<file path="src/rtl/vfd_pkg.sv">
package vfd_pkg;
  // bit positions inside the synchronised timing vector
  localparam int unsigned SIG_V  = 0;
  localparam int unsigned SIG_H  = 1;
  localparam int unsigned N_SIGS = 2;
endpackage

</file>
<file path="src/rtl/vfd_edge_sync.sv">
module vfd_edge_sync #(
  parameter int unsigned N = 2
) (
  input  logic         clk,
  input  logic         rst_n,
  input  logic [N-1:0] din,
  output logic [N-1:0] now,
  output logic [N-1:0] prev,
  output logic         primed
);
  logic [N-1:0] stage1, stage2;
  logic         warm1, warm2;

  generate
    for (genvar i = 0; i < N; i++) begin : g_bit
      always_ff @(posedge clk) begin
        if (!rst_n) begin
          stage1[i] <= 1'b0;
          stage2[i] <= 1'b0;
        end else begin
          stage1[i] <= din[i];
          stage2[i] <= stage1[i];
        end
      end
      assign now[i]  = stage1[i];
      assign prev[i] = stage2[i];
    end
  endgenerate

  // edges are trusted only once both stages hold sampled data
  always_ff @(posedge clk) begin
    if (!rst_n) begin
      warm1 <= 1'b0;
      warm2 <= 1'b0;
    end else begin
      warm1 <= 1'b1;
      warm2 <= warm1;
    end
  end
  assign primed = warm2;

  // no transition is reported before the pipeline has filled
  a_r8_primed_sticky: assert property (@(posedge clk) disable iff (!rst_n)
    primed |=> primed);
endmodule

</file>
<file path="src/rtl/vfd_field_phase.sv">
module vfd_field_phase (
  input  logic clk,
  input  logic rst_n,
  input  logic primed,
  input  logic v_now,
  input  logic v_prev,
  input  logic h_now,
  input  logic cfg_fall_edge,
  input  logic cfg_level_mode,
  output logic start_evt,
  output logic field_start,
  output logic field_odd
);
  logic v_rise, v_fall;

  assign v_rise = primed &  v_now & ~v_prev;
  assign v_fall = primed & ~v_now &  v_prev;

  always_comb begin
    if (cfg_level_mode) start_evt = v_rise | v_fall;
    else if (cfg_fall_edge) start_evt = v_fall;
    else start_evt = v_rise;
  end

  always_ff @(posedge clk) begin
    if (!rst_n) begin
      field_start <= 1'b0;
      field_odd   <= 1'b0;
    end else begin
      field_start <= start_evt;
      if (start_evt) begin
        if (cfg_level_mode) field_odd <= v_now ^ cfg_fall_edge;
        else field_odd <= h_now;
      end
    end
  end

  // in sync-pulse mode the inactive edge never starts a field
  a_r1_inactive_edge_quiet: assert property (@(posedge clk) disable iff (!rst_n)
    (!cfg_level_mode && (cfg_fall_edge ? v_rise : v_fall)) |=> !field_start);
  // in level mode any transition starts a field
  a_r3_level_any_edge: assert property (@(posedge clk) disable iff (!rst_n)
    (cfg_level_mode && (v_rise || v_fall)) |=> field_start);
endmodule

</file>
<file path="src/rtl/vfd_line_gate.sv">
module vfd_line_gate #(
  parameter int unsigned OFS_W = 10
) (
  input  logic             clk,
  input  logic             rst_n,
  input  logic             primed,
  input  logic             h_now,
  input  logic             h_prev,
  input  logic             pix_qual_in,
  input  logic             start_evt,
  input  logic [OFS_W-1:0] cfg_line_offset,
  output logic             line_valid,
  output logic             first_line
);
  localparam logic [OFS_W-1:0] ONE = OFS_W'(1);

  logic             qual_s;
  logic             seen;
  logic             armed;
  logic [OFS_W-1:0] cnt;
  logic             h_fall, line_done;

  assign h_fall    = primed & ~h_now & h_prev;
  assign line_done = h_fall & seen & armed;

  always_ff @(posedge clk) begin
    if (!rst_n) begin
      qual_s <= 1'b0;
      seen   <= 1'b0;
    end else begin
      qual_s <= pix_qual_in;
      if (start_evt || h_fall) seen <= 1'b0;
      else if (h_now && qual_s) seen <= 1'b1;
    end
  end

  always_ff @(posedge clk) begin
    if (!rst_n) begin
      armed      <= 1'b0;
      cnt        <= '0;
      line_valid <= 1'b0;
      first_line <= 1'b0;
    end else begin
      first_line <= 1'b0;
      if (start_evt) begin
        armed <= 1'b1;
        cnt   <= '0;
        if (cfg_line_offset == '0) begin
          line_valid <= 1'b1;
          first_line <= 1'b1;
        end else begin
          line_valid <= 1'b0;
        end
      end else if (line_done && !line_valid) begin
        cnt <= cnt + ONE;
        if (cnt + ONE == cfg_line_offset) begin
          line_valid <= 1'b1;
          first_line <= 1'b1;
        end
      end
    end
  end

  // nothing opens before the first field start
  a_r8_idle_until_start: assert property (@(posedge clk) disable iff (!rst_n)
    !armed |-> (!line_valid && !first_line));
  // an HREF fall without a qualifier leaves the count alone
  a_r4_unqualified_line_ignored: assert property (@(posedge clk) disable iff (!rst_n)
    (h_fall && !seen && !start_evt) |=> $stable(cnt) && $stable(line_valid));
  // a field start with non-zero offset closes the window
  a_r5_start_closes_window: assert property (@(posedge clk) disable iff (!rst_n)
    (start_evt && cfg_line_offset != '0) |=> !line_valid);
  // once open, the window holds until a field start
  a_r6_window_holds: assert property (@(posedge clk) disable iff (!rst_n)
    (line_valid && !start_evt) |=> line_valid);
endmodule

</file>
<file path="src/rtl/vfd_top.sv">
module vfd_top #(
  parameter int unsigned OFS_W = 10
) (
  input  logic             clk,
  input  logic             rst_n,
  input  logic             vsync_in,
  input  logic             href_in,
  input  logic             pix_qual_in,
  input  logic             cfg_fall_edge,
  input  logic             cfg_level_mode,
  input  logic [OFS_W-1:0] cfg_line_offset,
  output logic             field_start,
  output logic             field_odd,
  output logic             first_line,
  output logic             line_valid
);
  import vfd_pkg::*;

  logic [N_SIGS-1:0] raw, now, prev;
  logic              primed;
  logic              start_evt;

  assign raw[SIG_V] = vsync_in;
  assign raw[SIG_H] = href_in;

  vfd_edge_sync #(.N(N_SIGS)) u_sync (
    .clk    (clk),
    .rst_n  (rst_n),
    .din    (raw),
    .now    (now),
    .prev   (prev),
    .primed (primed)
  );

  vfd_field_phase u_phase (
    .clk            (clk),
    .rst_n          (rst_n),
    .primed         (primed),
    .v_now          (now[SIG_V]),
    .v_prev         (prev[SIG_V]),
    .h_now          (now[SIG_H]),
    .cfg_fall_edge  (cfg_fall_edge),
    .cfg_level_mode (cfg_level_mode),
    .start_evt      (start_evt),
    .field_start    (field_start),
    .field_odd      (field_odd)
  );

  vfd_line_gate #(.OFS_W(OFS_W)) u_gate (
    .clk             (clk),
    .rst_n           (rst_n),
    .primed          (primed),
    .h_now           (now[SIG_H]),
    .h_prev          (prev[SIG_H]),
    .pix_qual_in     (pix_qual_in),
    .start_evt       (start_evt),
    .cfg_line_offset (cfg_line_offset),
    .line_valid      (line_valid),
    .first_line      (first_line)
  );

  // in sync-pulse mode the field identity is HREF two edges back
  a_r2_odd_tracks_href: assert property (@(posedge clk) disable iff (!rst_n)
    (field_start && !cfg_level_mode) |-> field_odd == $past(href_in, 2));
  // a field start always follows a real vertical transition
  a_r1_start_needs_edge: assert property (@(posedge clk) disable iff (!rst_n)
    field_start |-> $past(vsync_in, 2) != $past(vsync_in, 3));
  // zero offset opens the window together with the field start
  a_r7_zero_offset_open: assert property (@(posedge clk) disable iff (!rst_n)
    (field_start && cfg_line_offset == '0) |-> (line_valid && first_line));
endmodule

</file>
<file path="config.mk">
export PLATFORM = sky130hd
export DESIGN_NAME = vfd_top
export DESIGN_NICKNAME = d
export VERILOG_FILES = /design/src/rtl/vfd_pkg.sv /design/src/rtl/vfd_edge_sync.sv /design/src/rtl/vfd_field_phase.sv /design/src/rtl/vfd_line_gate.sv /design/src/rtl/vfd_top.sv
export SDC_FILE = /design/constraint.sdc
export NUM_CORES = 1
export LEC_CHECK = 0
export ABC_CLOCK_PERIOD_IN_PS = 1900
export BUFFER_PORTS_ARGS = -buffer_cell sky130_fd_sc_hd__clkbuf_2
export CELL_PAD_IN_SITES_DETAIL_PLACEMENT = 0
export CELL_PAD_IN_SITES_GLOBAL_PLACEMENT = 2
export CORE_ASPECT_RATIO = 2
export CORE_MARGIN = 2
export CORE_UTILIZATION = 29
export DETAILED_ROUTE_END_ITERATION = 8
export PLACE_DENSITY_LB_ADDON = 0.1
export SETUP_SLACK_MARGIN = 0.02
export SYNTH_ARGS = -nofsm -noshare
export SYNTH_HDL_FRONTEND = slang
export SYNTH_SLANG_ARGS = --single-unit
</file>
<file path="constraint.sdc">
create_clock -name clk -period 1.9 [get_ports clk]
set_input_delay 0.38 -clock clk [delete_from_list [all_inputs] [get_ports clk]]
set_output_delay 0.38 -clock clk [all_outputs]
set_load 0.01 [all_outputs]
</file>
==> results by group <==
STA
  • Setup repair after global routing missed its margin: yes
  • Worst hold slack across all endpoints: 0.317 ns
  • Setup violation total in the final timing report: 2
  • Share of the cycle needed by the critical path after routing: 102%
  • Final hold vios: 0
  • Fin Setup TNS: -0.0671 ns
  • Pins over their slew limit: 0
  • Fmax: 0.517 GHz
  • Headroom to the max-slew limit: 77.4%
  • Transition at the pin with the smallest max-transition slack: 0.336 ns
  • Tmin final: 1.93 ns
  • Post-route worst setup slack: -0.0347 ns
  • Final worst clock skew: 0.00704 ns

Yosys
  • Most used flip-flop cell after synthesis: dfxtp_1
  • Sequential area share after synthesis: 40.5%
  • Netlist cell types: 36
  • Total nets after synthesis: 149
  • Syn Area/Cell: 8.68 µm²
  • Async SR Flop Fraction: 0%
  • Syn Std Cell Area: 0.00114 mm²
  • Synth area leaders: dfxtp_1 40%, xnor2_1 11%, xor2_1 3.9%, and2_1 3.3%, nor2_1 3.3%
  • Count of flip-flops with a built-in enable after synthesis: 0
  • Top-area cell type share of the netlist area: 40.5%
  • Leading post-synthesis cells by instance count: 23 x dfxtp_1, 14 x xnor2_1, 10 x nor2_1
  • Synthesis warning total: 0
  • Post-Syn Instances: 131
  • Most common cell in the netlist: dfxtp_1
  • Register bit count reported by yosys: 23
  • Cell taking the most area after synthesis: dfxtp_1

Routing
  • Post-Route WL: 2.64 mm
  • Number of DRC violations after detailed routing: 0
  • Detailed router's first-iteration violation count: 10
  • Antenna violation net count after detailed routing: 0
  • Via total after detailed routing: 1009
  • Routed len/inst: 12.3 µm
  • Via-per-instance ratio: 4.69
  • Count of TritonRoute iterations in the first routing pass: 2

Critical path
  • Sequence of cells on the critical path: nand3b_1 -> or3_4 -> or4_4 -> a2111o_1 -> o31ai_1
  • Critical path arrival: 2.12 ns
  • Setup slack of the most critical reg-to-reg path: -0.03 ns
  • Standard cell with the maximum stage delay on the critical path: or4_4
  • Worst path max stage delay: 0.53 ns
  • Combined buffer and inverter count along the critical path: 0
  • Family of cells with the greatest summed delay on the critical path: simple AND/OR/NAND/NOR gates
  • Critical path launch point type: flip-flop
  • Crit path kind: flip-flop to flip-flop
  • CP Capture Type: flip-flop
  • Critical Path Fanout Max: 2
  • Data required time at the worst endpoint: 2.08 ns

Clock tree
  • Buffers from clock root to sink, at most: 2
  • H-tree levels: 1
  • Number of clock sinks seen by CTS: 23
  • Post-CTS repair timing setup buffer count: 0
  • Clock slew at the register clock pins of the worst setup and hold paths: 0.08 ns
  • TritonCTS clock tree: done
  • Clock latency on the worst-skew pair: 0.27 ns
  • Number of hold buffers added after CTS: 0
  • Clk Tree Root Cell: clkbuf_8
  • TritonCTS buffer count: 3

Final layout
  • Post-synthesis to final-layout area growth: 26.1%
  • Register area: 460 µm²
  • Combined area of the multi-input logic cells: 643 µm²
  • Share of cells above drive strength 1: 25.6%
  • Fill cell total of the finished layout: 420
  • Final antenna diode count: 0
  • Nets: 183
  • Filler-free cell count of the finished design: 215

Power
  • Max IR drop VDD: 0.277 mV
  • Final total power: 0.875 mW
  • Total power per unit cell area: 610 mW/mm²
  • Leak pwr: 0.552 nW

Die
  • Die width: 48.3 µm
  • Number of rows created at floorplan: 32
  • Area of the placeable core: 0.00380 mm²
  • Initial core utilization: 29.9%
  • Vert. Die Dim: 92.6 µm
  • Top-level port count: 21
  • Die area: 0.00447 mm²

Global routing
  • First-pass GRT wire length: 4.50 mm
  • Number of global-route vias before repair: 1058
  • Total routing usage reported by global routing: 14.0%
  • Largest net degree at the start of global routing: 15
  • Initial antenna violation count: 0
  • Residual overflow from global routing: 0

Worst hold path
  • Type of the tightest min-delay check: primary input to flip-flop

Outcome
  • Outcome: finished with violations
  • Violations in the final reports: negative setup slack

Placed design
  • Cell count after placement: 211
  • Half-perimeter wire length after detailed placement: 2.19 mm
  • Count of port buffers added during placement: 20
  • Final RePlAce weighted congestion: 0.701

Flow run
  • Maxcap violations: 0
## per-stage QoR
| step | utilization (%) | instance area [µm²] | setup WS [ns] |
|---|---|---|---|
| 2_1_floorplan | - | 1140 | 0.0345 |
| 3_3_place_gp | 36.4 | 1380 | 0.00238 |
| 3_5_place_dp | 36.4 | 1380 | -0.0433 |
| 4_1_cts | 37.7 | 1430 | -0.0548 |
| 5_1_grt | 37.7 | 1430 | -0.152 |
| 6_report | 37.7 | 1430 | -0.0347 |
## power by group
group / leakage [nW] / switching, mW / total, mW / internal [mW]
Combinational: 0.339 / 0.0377 / 0.0770 / 0.0394
Sequential: 0.187 / 0.00427 / 0.496 / 0.491
Clock: 0.0255 / 0.155 / 0.302 / 0.146
Total: 0.552 / 0.197 / 0.875 / 0.677
## worst register-to-register path, stage by stage (launching register included)
cell and delay [ns]:
dfxtp_1 0.31, nand3b_1 0.16, or3_4 0.34, or4_4 0.53, a2111o_1 0.32, o31ai_1 0.20
## cell families after synthesis
group                    Yosys count  share of synthesized area (%)
AND/OR/NAND/NOR                   55                           26.5
adder cells (fa/ha/maj)            2                           1.98
AO/OA/AOI/OAI                     21                           12.2
XOR/XNOR                          19                           14.6
flip-flops                        23                           40.5
multiplexers                       1                          0.880
buffers and inverters             10                           3.30
## flip-flops by register name, indices dropped and copies added (netlist names)
register and cells:
u_gate.armed 1, u_gate.first_line 1, u_gate.qual_s 1, u_phase.field_odd 1
u_gate.line_valid 1, u_sync.now 2, u_sync.prev 2, u_gate.cnt 10
u_phase.field_start 1, u_sync.warm1 1, u_gate.seen 1, u_sync.primed 1
## layout by cell type, fill, tap and decap left out, types with 2 or more instances in the layout
cell type / count
dfxtp_1: 23
clkbuf_2: 20
xnor2_1: 14
buf_4: 13
nor2_1: 10
nand2_1: 8
inv_1: 6
nand3_1: 6
and2_1: 6
xor2_1: 5
a21oi_1: 5
o21ai_0: 5
nand2b_1: 4
or3_1: 4
nor3_1: 3
clkbuf_8: 3
o22ai_1: 2
nand4_1: 2
or4_1: 2
nor4_1: 2
o31ai_1: 2
## final cells by class
type / count / area share, %
multi-input cells: 98 / 44.9
repair buffers: 33 / 13.8
clock inverters: 1 / 0.349
clock buffers: 3 / 2.88
flip-flops and latches: 23 / 32.1
well taps: 51 / 4.45
inverters: 6 / 1.57
## timing repair
item | CTS | global route
pin swaps | 0 | 0
resized for setup | 1 | 0
endpoints found under the setup margin | 2 | 2
## routing by layer
metal / GRT usage (%) / up-vias / share of wire [%]
li1: - / 520 / -
met5: 0 / - / 0
met1: 14.2 / 465 / 38
met4: 5.41 / 0 / 1.6
met2: 25.8 / 20 / 56
met3: 1.95 / 4 / 4.1
## final timing paths
path | startpoint | end | cells after the start
worst max-delay path | u_sync.now[1] | u_gate.first_line | 5
worst min-delay path | vsync_in | u_sync.now[0] | 2
worst max register to register | u_sync.now[1] | u_gate.first_line | 5
worst min register to register | u_sync.warm1 | u_sync.primed | 1
Note: power is estimated with default switching activity, not from simulation.
